==> src/rtl/prd_walker_pkg.sv <==
package prd_walker_pkg;
  localparam int WORD_W    = 32;
  localparam int PRD_WORDS = 4;
  localparam int FLAG_ORD  = 4;
  localparam int FLAG_WR   = 5;
  localparam int FLAG_END  = 7;
  localparam int MODE_LSB  = 8;
  localparam int MODE_W    = 4;
  localparam int BYTES_W   = WORD_W + 3;

  typedef enum logic [1:0] {
    W_IDLE  = 2'd0,
    W_FETCH = 2'd1,
    W_XFER  = 2'd2
  } walk_state_e;

  function automatic logic is_aligned8(input logic [2:0] low);
    return low == 3'b000;
  endfunction
endpackage

==> src/rtl/prd_fetch.sv <==
module prd_fetch
  import prd_walker_pkg::*;
#(
  parameter int ADDR_W = 10
) (
  input  logic                                 clk,
  input  logic                                 rst,
  input  logic                                 go,
  input  logic [ADDR_W-1:0]                    base,
  output logic                                 mem_rd,
  output logic [ADDR_W-3:0]                    mem_addr,
  input  logic [WORD_W-1:0]                    mem_rdata,
  output logic                                 fetched,
  output logic [PRD_WORDS-1:0][WORD_W-1:0]     words
);
  localparam int IDX_W = $clog2(PRD_WORDS);
  localparam logic [IDX_W-1:0] LAST_IDX = IDX_W'(PRD_WORDS - 1);

  logic             rd_q;
  logic [ADDR_W-3:0] addr_q;
  logic [IDX_W-1:0] idx_q;
  logic             cap_vld_q;
  logic [IDX_W-1:0] cap_idx_q;
  logic             fetched_q;

  always_ff @(posedge clk) begin
    if (rst) begin
      rd_q      <= 1'b0;
      addr_q    <= '0;
      idx_q     <= '0;
      cap_vld_q <= 1'b0;
      cap_idx_q <= '0;
      fetched_q <= 1'b0;
    end else begin
      fetched_q <= 1'b0;
      cap_vld_q <= rd_q;
      cap_idx_q <= idx_q;
      if (go) begin
        rd_q   <= 1'b1;
        idx_q  <= '0;
        addr_q <= base[ADDR_W-1:2];
      end else if (rd_q) begin
        if (idx_q == LAST_IDX) begin
          rd_q <= 1'b0;
        end else begin
          idx_q  <= idx_q + 1'b1;
          addr_q <= addr_q + 1'b1;
        end
      end
      if (cap_vld_q && cap_idx_q == LAST_IDX) fetched_q <= 1'b1;
    end
  end

  // Word capture registers, one per descriptor word
  for (genvar g = 0; g < PRD_WORDS; g++) begin : g_cap
    always_ff @(posedge clk) begin
      if (rst) words[g] <= '0;
      else if (cap_vld_q && cap_idx_q == IDX_W'(g)) words[g] <= mem_rdata;
    end
  end

  assign mem_rd   = rd_q;
  assign mem_addr = addr_q;
  assign fetched  = fetched_q;

  // consecutive read strobes step through consecutive words
  a_r2_word_step: assert property (@(posedge clk) disable iff (rst)
    mem_rd && $past(mem_rd) |-> mem_addr == $past(mem_addr) + 1'b1);
endmodule

==> src/rtl/prd_link_check.sv <==
module prd_link_check
  import prd_walker_pkg::*;
#(
  parameter int ADDR_W = 10
) (
  input  logic [WORD_W-1:0] ptr,
  output logic              ok
);
  logic in_range;

  if (ADDR_W < WORD_W) begin : g_range
    assign in_range = (ptr[WORD_W-1:ADDR_W] == '0);
  end else begin : g_full
    assign in_range = 1'b1;
  end

  assign ok = (ptr != '0) && is_aligned8(ptr[2:0]) && in_range;
endmodule

==> src/rtl/prd_walker.sv <==
module prd_walker
  import prd_walker_pkg::*;
#(
  parameter int ADDR_W = 10
) (
  input  logic                clk,
  input  logic                rst,
  input  logic                start,
  input  logic [ADDR_W-1:0]   first_ptr,
  output logic                busy,
  output logic                mem_rd,
  output logic [ADDR_W-3:0]   mem_addr,
  input  logic [WORD_W-1:0]   mem_rdata,
  output logic                xfer_req,
  output logic [WORD_W-1:0]   xfer_addr,
  output logic [BYTES_W-1:0]  xfer_bytes,
  output logic                xfer_write,
  output logic                xfer_ordered,
  output logic [MODE_W-1:0]   xfer_mode,
  input  logic                xfer_done,
  output logic                done,
  output logic                error
);
  walk_state_e               state_q;
  logic [ADDR_W-1:0]         cur_ptr_q;
  logic                      go_q;
  logic                      req_q;
  logic                      last_q;
  logic [ADDR_W-1:0]         next_q;
  logic                      done_q;
  logic                      err_q;
  logic [WORD_W-1:0]         addr_q;
  logic [BYTES_W-1:0]        bytes_q;
  logic                      wr_q;
  logic                      ord_q;
  logic [MODE_W-1:0]         mode_q;

  logic                                fetched;
  logic [PRD_WORDS-1:0][WORD_W-1:0]    words;
  logic                                link_ok;
  logic                                ent_last;

  prd_fetch #(.ADDR_W(ADDR_W)) u_fetch (
    .clk      (clk),
    .rst      (rst),
    .go       (go_q),
    .base     (cur_ptr_q),
    .mem_rd   (mem_rd),
    .mem_addr (mem_addr),
    .mem_rdata(mem_rdata),
    .fetched  (fetched),
    .words    (words)
  );

  prd_link_check #(.ADDR_W(ADDR_W)) u_link (
    .ptr(words[3]),
    .ok (link_ok)
  );

  assign ent_last = words[2][FLAG_END];

  logic unused_bits;
  assign unused_bits = ^{words[2][WORD_W-1:MODE_LSB+MODE_W], words[2][FLAG_END-1],
                         words[2][FLAG_ORD-1:0]};

  always_ff @(posedge clk) begin
    if (rst) begin
      state_q   <= W_IDLE;
      cur_ptr_q <= '0;
      go_q      <= 1'b0;
      req_q     <= 1'b0;
      last_q    <= 1'b0;
      next_q    <= '0;
      done_q    <= 1'b0;
      err_q     <= 1'b0;
      addr_q    <= '0;
      bytes_q   <= '0;
      wr_q      <= 1'b0;
      ord_q     <= 1'b0;
      mode_q    <= '0;
    end else begin
      done_q <= 1'b0;
      err_q  <= 1'b0;
      go_q   <= 1'b0;
      unique case (state_q)
        W_IDLE: begin
          if (start) begin
            if (!is_aligned8(first_ptr[2:0])) begin
              err_q <= 1'b1;
            end else begin
              cur_ptr_q <= first_ptr;
              go_q      <= 1'b1;
              state_q   <= W_FETCH;
            end
          end
        end
        W_FETCH: begin
          if (fetched) begin
            if (!ent_last && !link_ok) begin
              err_q   <= 1'b1;
              state_q <= W_IDLE;
            end else begin
              addr_q  <= words[0];
              bytes_q <= {words[1], 3'b000};
              wr_q    <= words[2][FLAG_WR];
              ord_q   <= words[2][FLAG_ORD];
              mode_q  <= words[2][MODE_LSB +: MODE_W];
              last_q  <= ent_last;
              next_q  <= words[3][ADDR_W-1:0];
              req_q   <= 1'b1;
              state_q <= W_XFER;
            end
          end
        end
        W_XFER: begin
          if (xfer_done) begin
            req_q <= 1'b0;
            if (last_q) begin
              done_q  <= 1'b1;
              state_q <= W_IDLE;
            end else begin
              cur_ptr_q <= next_q;
              go_q      <= 1'b1;
              state_q   <= W_FETCH;
            end
          end
        end
        default: state_q <= W_IDLE;
      endcase
    end
  end

  assign busy         = (state_q != W_IDLE);
  assign xfer_req     = req_q;
  assign xfer_addr    = addr_q;
  assign xfer_bytes   = bytes_q;
  assign xfer_write   = wr_q;
  assign xfer_ordered = ord_q;
  assign xfer_mode    = mode_q;
  assign done         = done_q;
  assign error        = err_q;

  // request and its fields hold until completion
  a_r4_req_hold: assert property (@(posedge clk) disable iff (rst)
    xfer_req && !xfer_done |=> xfer_req && $stable(xfer_addr) && $stable(xfer_bytes)
      && $stable(xfer_mode) && $stable(xfer_write));
  // no descriptor read while a request is outstanding
  a_r4_no_read_in_xfer: assert property (@(posedge clk) disable iff (rst)
    xfer_req |-> !mem_rd);
  // completion pulse follows an accepted transfer
  a_r5_done_after_xfer: assert property (@(posedge clk) disable iff (rst)
    done |-> $past(xfer_req && xfer_done));
  // an error never coexists with a live request
  a_r7_err_no_req: assert property (@(posedge clk) disable iff (rst)
    error |-> !xfer_req);
  // terminal pulses are exclusive and single-cycle
  a_r10_exclusive: assert property (@(posedge clk) disable iff (rst)
    !(done && error));
  a_r10_done_pulse: assert property (@(posedge clk) disable iff (rst)
    done |=> !done && !busy);
  a_r10_err_pulse: assert property (@(posedge clk) disable iff (rst)
    error |=> !error && !busy);
endmodule

==> config.mk <==
export PLATFORM = sky130hd
export DESIGN_NAME = prd_walker
export DESIGN_NICKNAME = d
export VERILOG_FILES = /design/src/rtl/prd_walker_pkg.sv /design/src/rtl/prd_fetch.sv /design/src/rtl/prd_link_check.sv /design/src/rtl/prd_walker.sv
export SDC_FILE = /design/constraint.sdc
export NUM_CORES = 1
export LEC_CHECK = 0
export BUFFER_PORTS_ARGS = -buffer_cell sky130_fd_sc_hd__buf_4
export CAP_MARGIN = 10
export CORE_MARGIN = 3
export CORE_UTILIZATION = 30
export DETAILED_ROUTE_END_ITERATION = 10
export HOLD_SLACK_MARGIN = 0.12
export SETUP_SLACK_MARGIN = 0.5
export SYNTH_ARGS = -nofsm -noshare
export SYNTH_HDL_FRONTEND = slang
export SYNTH_SLANG_ARGS = --single-unit
==> constraint.sdc <==
create_clock -name clk -period 2.25 [get_ports clk]
set_clock_uncertainty 0.15 [all_clocks]
set_input_delay 0.225 -clock clk [delete_from_list [all_inputs] [get_ports clk]]
set_output_delay 0.225 -clock clk [all_outputs]
set_load 0.1 [all_outputs]
==> metrics.md, run 1 <==
| Metric | Value |
|---|---|
| H-tree depth | 1 |
| Count leader, synth | dfxtp_1 |
| Max-slew violations | 0 |
| Fin nets | 1159 |
| Avg Vias per Cell | 4.492 |
| Depth of the worst register-to-register path | 8 |
| Setup WS pre-CTS | 0.1640 ns |
| Minimum clock period after layout | 1.979 ns |
| Asr flop ratio synth | 0% |
| Worst flop-to-flop path startpoint | u_fetch.words[117] |
| Synthesized area per cell | 8.902 um^2 |
| Total wire length | 23.09 mm |
| Initial antenna violation count | 0 |
| Post-DRT Antenna Nets | 0 |
| Final instance area | 0.01160 mm^2 |
| Post-DP Area | 0.009767 mm^2 |
| Yosys reg bits | 211 |
| All-Layer GR Usage | 14.88% |
| Hold path start | cur_ptr_q[6] |
| Area leader, netlist | dfxtp_1 |
| ANT cells | 0 |
| Fin Setup TNS | 0 ns |
| Core ar. | 0.02718 mm^2 |
| Worst vdd ir | 445.6 uV |
| Top post-synthesis cells by count | dfxtp_1 (211), nand2_1 (206), nand2b_1 (155) |
| Hold/Removal Path Class | flop to flop |
| CTS Buffer Depth | 3 |
| CTS tree | done |
| Synthesized cell area | 0.008386 mm^2 |
| IO buf count | 128 |
| Fin crit share | 87.94% |
| Run status | finished, final reports clean |
| Share of layout cells above drive strength 1 | 21.08% |
| Post-synthesis sequential area ratio | 50.37% |
| Dominant synthesized flop cell | dfxtp_1 |
| Clock-pin slew on the worst setup and hold paths | 0.06 ns |
| Die area | 0.02999 mm^2 |
| 1st-iter DRT viols | 378 |
| Final HPWL DP | 13.96 mm |
| Initial Utilization | 30.86% |
| Die height | 173.2 um |
| Slew margin rel. | 62.13% |
| Drt wl/cell | 15.38 um |
| Critical path required time | 2.54 ns |
| Max FO, Critical Path | 4 |
| Max Fclk | 0.5054 GHz |
| Final Util | 42.70% |
| Worst Setup SP | u_fetch.words[117] |
| Grt total ovfl | 0 |
| CP endpoint kind | flop |
| Via Count | 6743 |
| Lkg Pwr | 4.242 nW |
| CTS buffer count | 25 |
| PD cells | 721.2 mW/mm^2 |
| Die width | 173.2 um |
| Vias in the first global route | 6595 |
| Hold slack | 0.2979 ns |
| Crit Path Class | flop to flop |
| Growth of design area from synthesis to finish | 38.39% |
| Row count | 60 |
| Router iterations before antenna repair | 4 |
| Sink Count | 211 |
| Worst slew pin tran | 0.5664 ns |
| WP data arrival | 2.26 ns |
| Root buf cell | clkbuf_16 |
| Syn Inst Count | 942 |
| I/O pin count | 132 |
| Synth top area cells | dfxtp_1 (50%), nand2b_1 (12%), mux2i_1 (11%), nand2_1 (9.2%), a21oi_1 (6.3%) |
| RSZ-0062 raised after global routing | yes |
| Routability cong. | 0.7353 |
| Library cells used by synthesis | 37 |
| DRC | 0 |
| DP Cell Count | 1393 |
| Clock Latency Late Sink | 0.51 ns |
| Total Power | 8.369 mW |
| Final Hold Vio Count | 0 |
| EDFF count, synth | 0 |
| YS warnings | 0 |
| Yosys top cell area share | 50.37% |
| # Max-Cap Violations | 0 |
| CP startpoint kind | flop |
| Final worst slack | 0.2714 ns |
| First-pass GRT wire length | 36.54 mm |
| Setup Viol. Count Final | 0 |
| Post-route insts no fill | 1501 |
| Hold Path Depth | 2 |
| Largest net degree at the start of global routing | 61 |
where the power goes:
group          switching (mW)  total, mW  internal (mW)
clock network            1.57       4.21           2.64
logic                   0.208      0.395          0.187
registers              0.0124       3.76           3.75
total                    1.79       8.37           6.58
what timing repair did:
| item | CTS | global route |
|---|---|---|
| hold endpoints to repair | 129 | 0 |
| hold buffers | 45 | 0 |
| setup buffers | 6 | 1 |
| resized for setup | 28 | 14 |
| setup endpoints to repair | 115 | 130 |
| cloned | 8 | 3 |
| pin swaps | 11 | 12 |
registers in the layout (all words and copies together), names as in the netlist:
register / cells
xfer_addr: 32
xfer_write: 1
u_fetch.mem_rd: 1
u_fetch.fetched: 1
xfer_mode: 4
last_q: 1
u_fetch.cap_vld_q: 1
u_fetch.cap_idx_q: 2
xfer_req: 1
xfer_ordered: 1
cur_ptr_q: 8
u_fetch.words: 103
u_fetch.idx_q: 2
error: 1
done: 1
go_q: 1
next_q: 8
state_q: 2
u_fetch.mem_addr: 8
xfer_bytes: 32
area by class of cell:
type	instances	area, um^2
Sequential cell	211	4257
Multi-Input combinational cell	660	3938
Clock buffer	37	710.7
Tap cell	372	465.4
Fill cell	2681	15570
Timing Repair Buffer	210	2072
Inverter	3	11.26
Clock inverter	8	151.4
critical path, cell delays in order (launching register included):
cell and delay, ns:
dfxtp_2 0.33, nor4_4 0.29, nand3_1 0.13, a211oi_2 0.27, o21a_4 0.19, buf_6 0.10, buf_12 0.14, buf_16 0.13
mux2i_1 0.17
placed cells by master, fill, tap and decap left out, types with 4 or more instances in the layout:
master           n
a211oi_1        10
a21oi_1        104
buf_12           7
buf_16          11
buf_4          138
buf_6            6
bufinv_16        4
clkbuf_1         8
clkbuf_16       28
clkbuf_8         4
dfxtp_1        195
dfxtp_2         11
dfxtp_4          5
dlygate4sd3_1   45
mux2i_1         95
nand2_1        206
nand2b_1       154
nand3_1          4
nand3b_1         4
nand4_1          4
nor2_1          29
nor4_4           4
xnor2_1          6
cell families after synthesis:
family | count (synthesis) | synth area share [%]
simple gates | 429 | 25.07
other cells | 1 | 0.04472
buf+inv | 73 | 4.044
fa+ha+maj | 2 | 0.2984
flops | 211 | 50.37
mux | 95 | 11.34
compound gates | 123 | 7.998
xor+xnor | 8 | 0.8356
worst paths after layout:
path / slack [ns] / to
max: 0.27 / xfer_mode[2]
min reg2reg: 0.30 / u_fetch.mem_addr[4]
max reg2reg: 0.27 / xfer_mode[2]
min: 0.30 / u_fetch.mem_addr[4]
routing by layer:
layer | global-route usage [%] | vias up | share of wire (%)
li1 | - | 3426 | -
met1 | 19.95 | 3140 | 46
met2 | 25.02 | 141 | 47
met3 | 2.723 | 36 | 4.7
met4 | 3.311 | 0 | 1.8
met5 | 0 | - | 0
No activity file was read; power rests on OpenSTA's default activity.
==> inputs of run 2 (changes only) <==
--- a/config.mk
+++ b/config.mk
@@ -8,9 +8,10 @@
 export BUFFER_PORTS_ARGS = -buffer_cell sky130_fd_sc_hd__buf_4
 export CAP_MARGIN = 10
 export CORE_MARGIN = 3
-export CORE_UTILIZATION = 30
+export CORE_UTILIZATION = 56
 export DETAILED_ROUTE_END_ITERATION = 10
 export HOLD_SLACK_MARGIN = 0.12
+export PLACE_DENSITY = 0.79
 export SETUP_SLACK_MARGIN = 0.5
 export SYNTH_ARGS = -nofsm -noshare
 export SYNTH_HDL_FRONTEND = slang
==> constraint.sdc (replaced) <==
create_clock -name clk -period 1.9 [get_ports clk]
set_clock_uncertainty 0.15 [all_clocks]
set_input_delay 0.19 -clock clk [delete_from_list [all_inputs] [get_ports clk]]
set_output_delay 0.19 -clock clk [all_outputs]
set_load 0.1 [all_outputs]
==> run 2 against run 1 <==
Net effect:
- the run now ends with negative setup slack left
- routed wire length up 79%
- flip-flop and latch count unchanged
- critical path depth down 2
- utilization grew 54 points
- non-clock buffer count rose by 65
- largest power group is now sequential cells
==> metrics.md, run 2 (same netlist as run 1, synthesis figures left out) <==
| Metric | Value |
|---|---|
| IO buf count | 128 |
| Critical path required time | 2.14 ns |
| Clock Latency Late Sink | 0.51 ns |
| Grt total ovfl | 0 |
| Multi-input logic area | 0.005100 mm^2 |
| CTS Buffer Depth | 3 |
| ANT cells | 0 |
| Power Internal | 7.012 mW |
| Die area | 0.01648 mm^2 |
| Router iterations before antenna repair | 6 |
| Row count | 44 |
| Power share of the combinational group | 7.7% |
| Core ar. | 0.01459 mm^2 |
| Worst slew pin tran | 1.375 ns |
| CP endpoint kind | flop |
| WP data arrival | 2.48 ns |
| Most common cell after layout, fill and taps aside | nand2b_1 |
| Largest Register | u_fetch.words |
| Most frequent cells in the layout | nand2b_1 (154), dfxtp_1 (118), nand2_1 (106) |
| Slew margin rel. | 8.350% |
| Growth of design area from synthesis to finish | 69.07% |
| Crit Path Class | flop to flop |
| Final HPWL DP | 12.03 mm |
| Failing checks | negative setup slack |
| Total wire length | 41.23 mm |
| Largest net degree at the start of global routing | 38 |
| Sequential Area | 0.004383 mm^2 |
| Die width | 128.4 um |
| Routability cong. | 0.8098 |
| CTS tree | done |
| Clock share of power | 44.8% |
| Switching power | 2.339 mW |
| DRC | 0 |
| Max FO, Critical Path | 26 |
| Hold slack | 0.1831 ns |
| RSZ-0062 raised after global routing | yes |
| All-Layer GR Usage | 30.02% |
| Lkg Pwr | 5.425 nW |
| Via Count | 9056 |
| Die height | 128.4 um |
| Root buf cell | clkbuf_16 |
| PD cells | 659.6 mW/mm^2 |
| CTS buffer count | 21 |
| Fin crit share | 118.0% |
| Max-slew violations | 0 |
| Initial antenna violation count | 1 |
| H-tree depth | 1 |
| Final worst slack | -0.3416 ns |
| Setup Viol. Count Final | 82 |
| Share of layout cells above drive strength 1 | 47.36% |
| Post-DRT Antenna Nets | 0 |
| Drt wl/cell | 29.98 um |
| Minimum clock period after layout | 2.242 ns |
| Clock-pin slew on the worst setup and hold paths | 0.07 ns |
| 1st-iter DRT viols | 1016 |
| Max FFs per register | 103 |
| Hold/Removal Path Class | primary input to flop |
| Max Fclk | 0.4461 GHz |
| Total Power | 9.351 mW |
| Sink Count | 211 |
| First-pass GRT wire length | 39.65 mm |
| Worst vdd ir | 630.8 uV |
| CP startpoint kind | flop |
| Fin nets | 1225 |
| Final Hold Vio Count | 0 |
| Run status | complete, but fails checks |
| Avg Vias per Cell | 6.586 |
| # Max-Cap Violations | 0 |
| # fillers | 216 |
| Vias in the first global route | 7665 |
| Sw Ratio | 25.01% |
| Initial Utilization | 57.48% |
| I/O pin count | 132 |
| Power share of the sequential group | 47.5% |
[run 2: worst max-delay path, cell delays in order (launching register included)]
cell	delay, ns
dfxtp_2	0.34
nor4_2	0.32
nand4_1	0.21
a211oi_2	0.28
o21a_4	0.25
buf_12	0.25
mux2i_1	0.31
[run 2: repair_timing]
item,4_1_cts,5_1_grt
hold buffers,71,0
setup buffers,16,21
gates cloned,5,14
resized for setup,349,355
endpoints found under the hold margin,120,0
pin swaps,24,183
endpoints found under the setup margin,265,207
[run 2: through the flow]
stage                     TNS [ns]  setup slack (ns)  area (um^2)  instances  util [%]
after detailed placement   -0.7313          -0.05238         9628       1211     65.99
after CTS                 -0.01660         -0.006207        12480       1340     85.51
after floorplan                  0           0.06044         8522        944         -
after global routing        -22.96           -0.4154        14180       1375     97.18
final                       -16.14           -0.3416        14180       1375     97.18
after global placement           0           0.03663         9628       1211     65.99
[run 2: metal layers]
layer	track usage, %	routed length (um)	vias up
li1	-	-	3559
met1	36.87	13310	4211
met2	52.31	19000	905
met3	3.694	4669	379
met4	14.42	4240	2
met5	0	13	-
[run 2: power groups by stage]
stage	clock network, mW	logic, mW	registers [mW]
after global placement	0	0.386	4.55
after global routing	4.29	0.726	4.44
after CTS	3.97	0.535	4.44
after floorplan	0	0.207	4.57
final	4.19	0.721	4.44
after detailed placement	0	0.387	4.55
[run 2: layout make-up]
class	count	area share [%]
Clock buffer	35	4.501
Clock inverter	2	0.09708
Inverter	3	0.1059
Multi-Input combinational cell	665	35.97
Sequential cell	211	30.92
Tap cell	184	1.624
Timing Repair Buffer	275	26.79
[run 2: path summary, 6_finish.rpt]
check	end	depth (start not counted)	from	slack [ns]
worst min-delay path	xfer_bytes[31]	4	rst	0.18
worst max register to register	xfer_bytes[8]	6	u_fetch.words[108]	-0.34
worst max-delay path	xfer_bytes[8]	6	u_fetch.words[108]	-0.34
worst min register to register	u_fetch.words[61]	2	u_fetch.words[61]	0.33
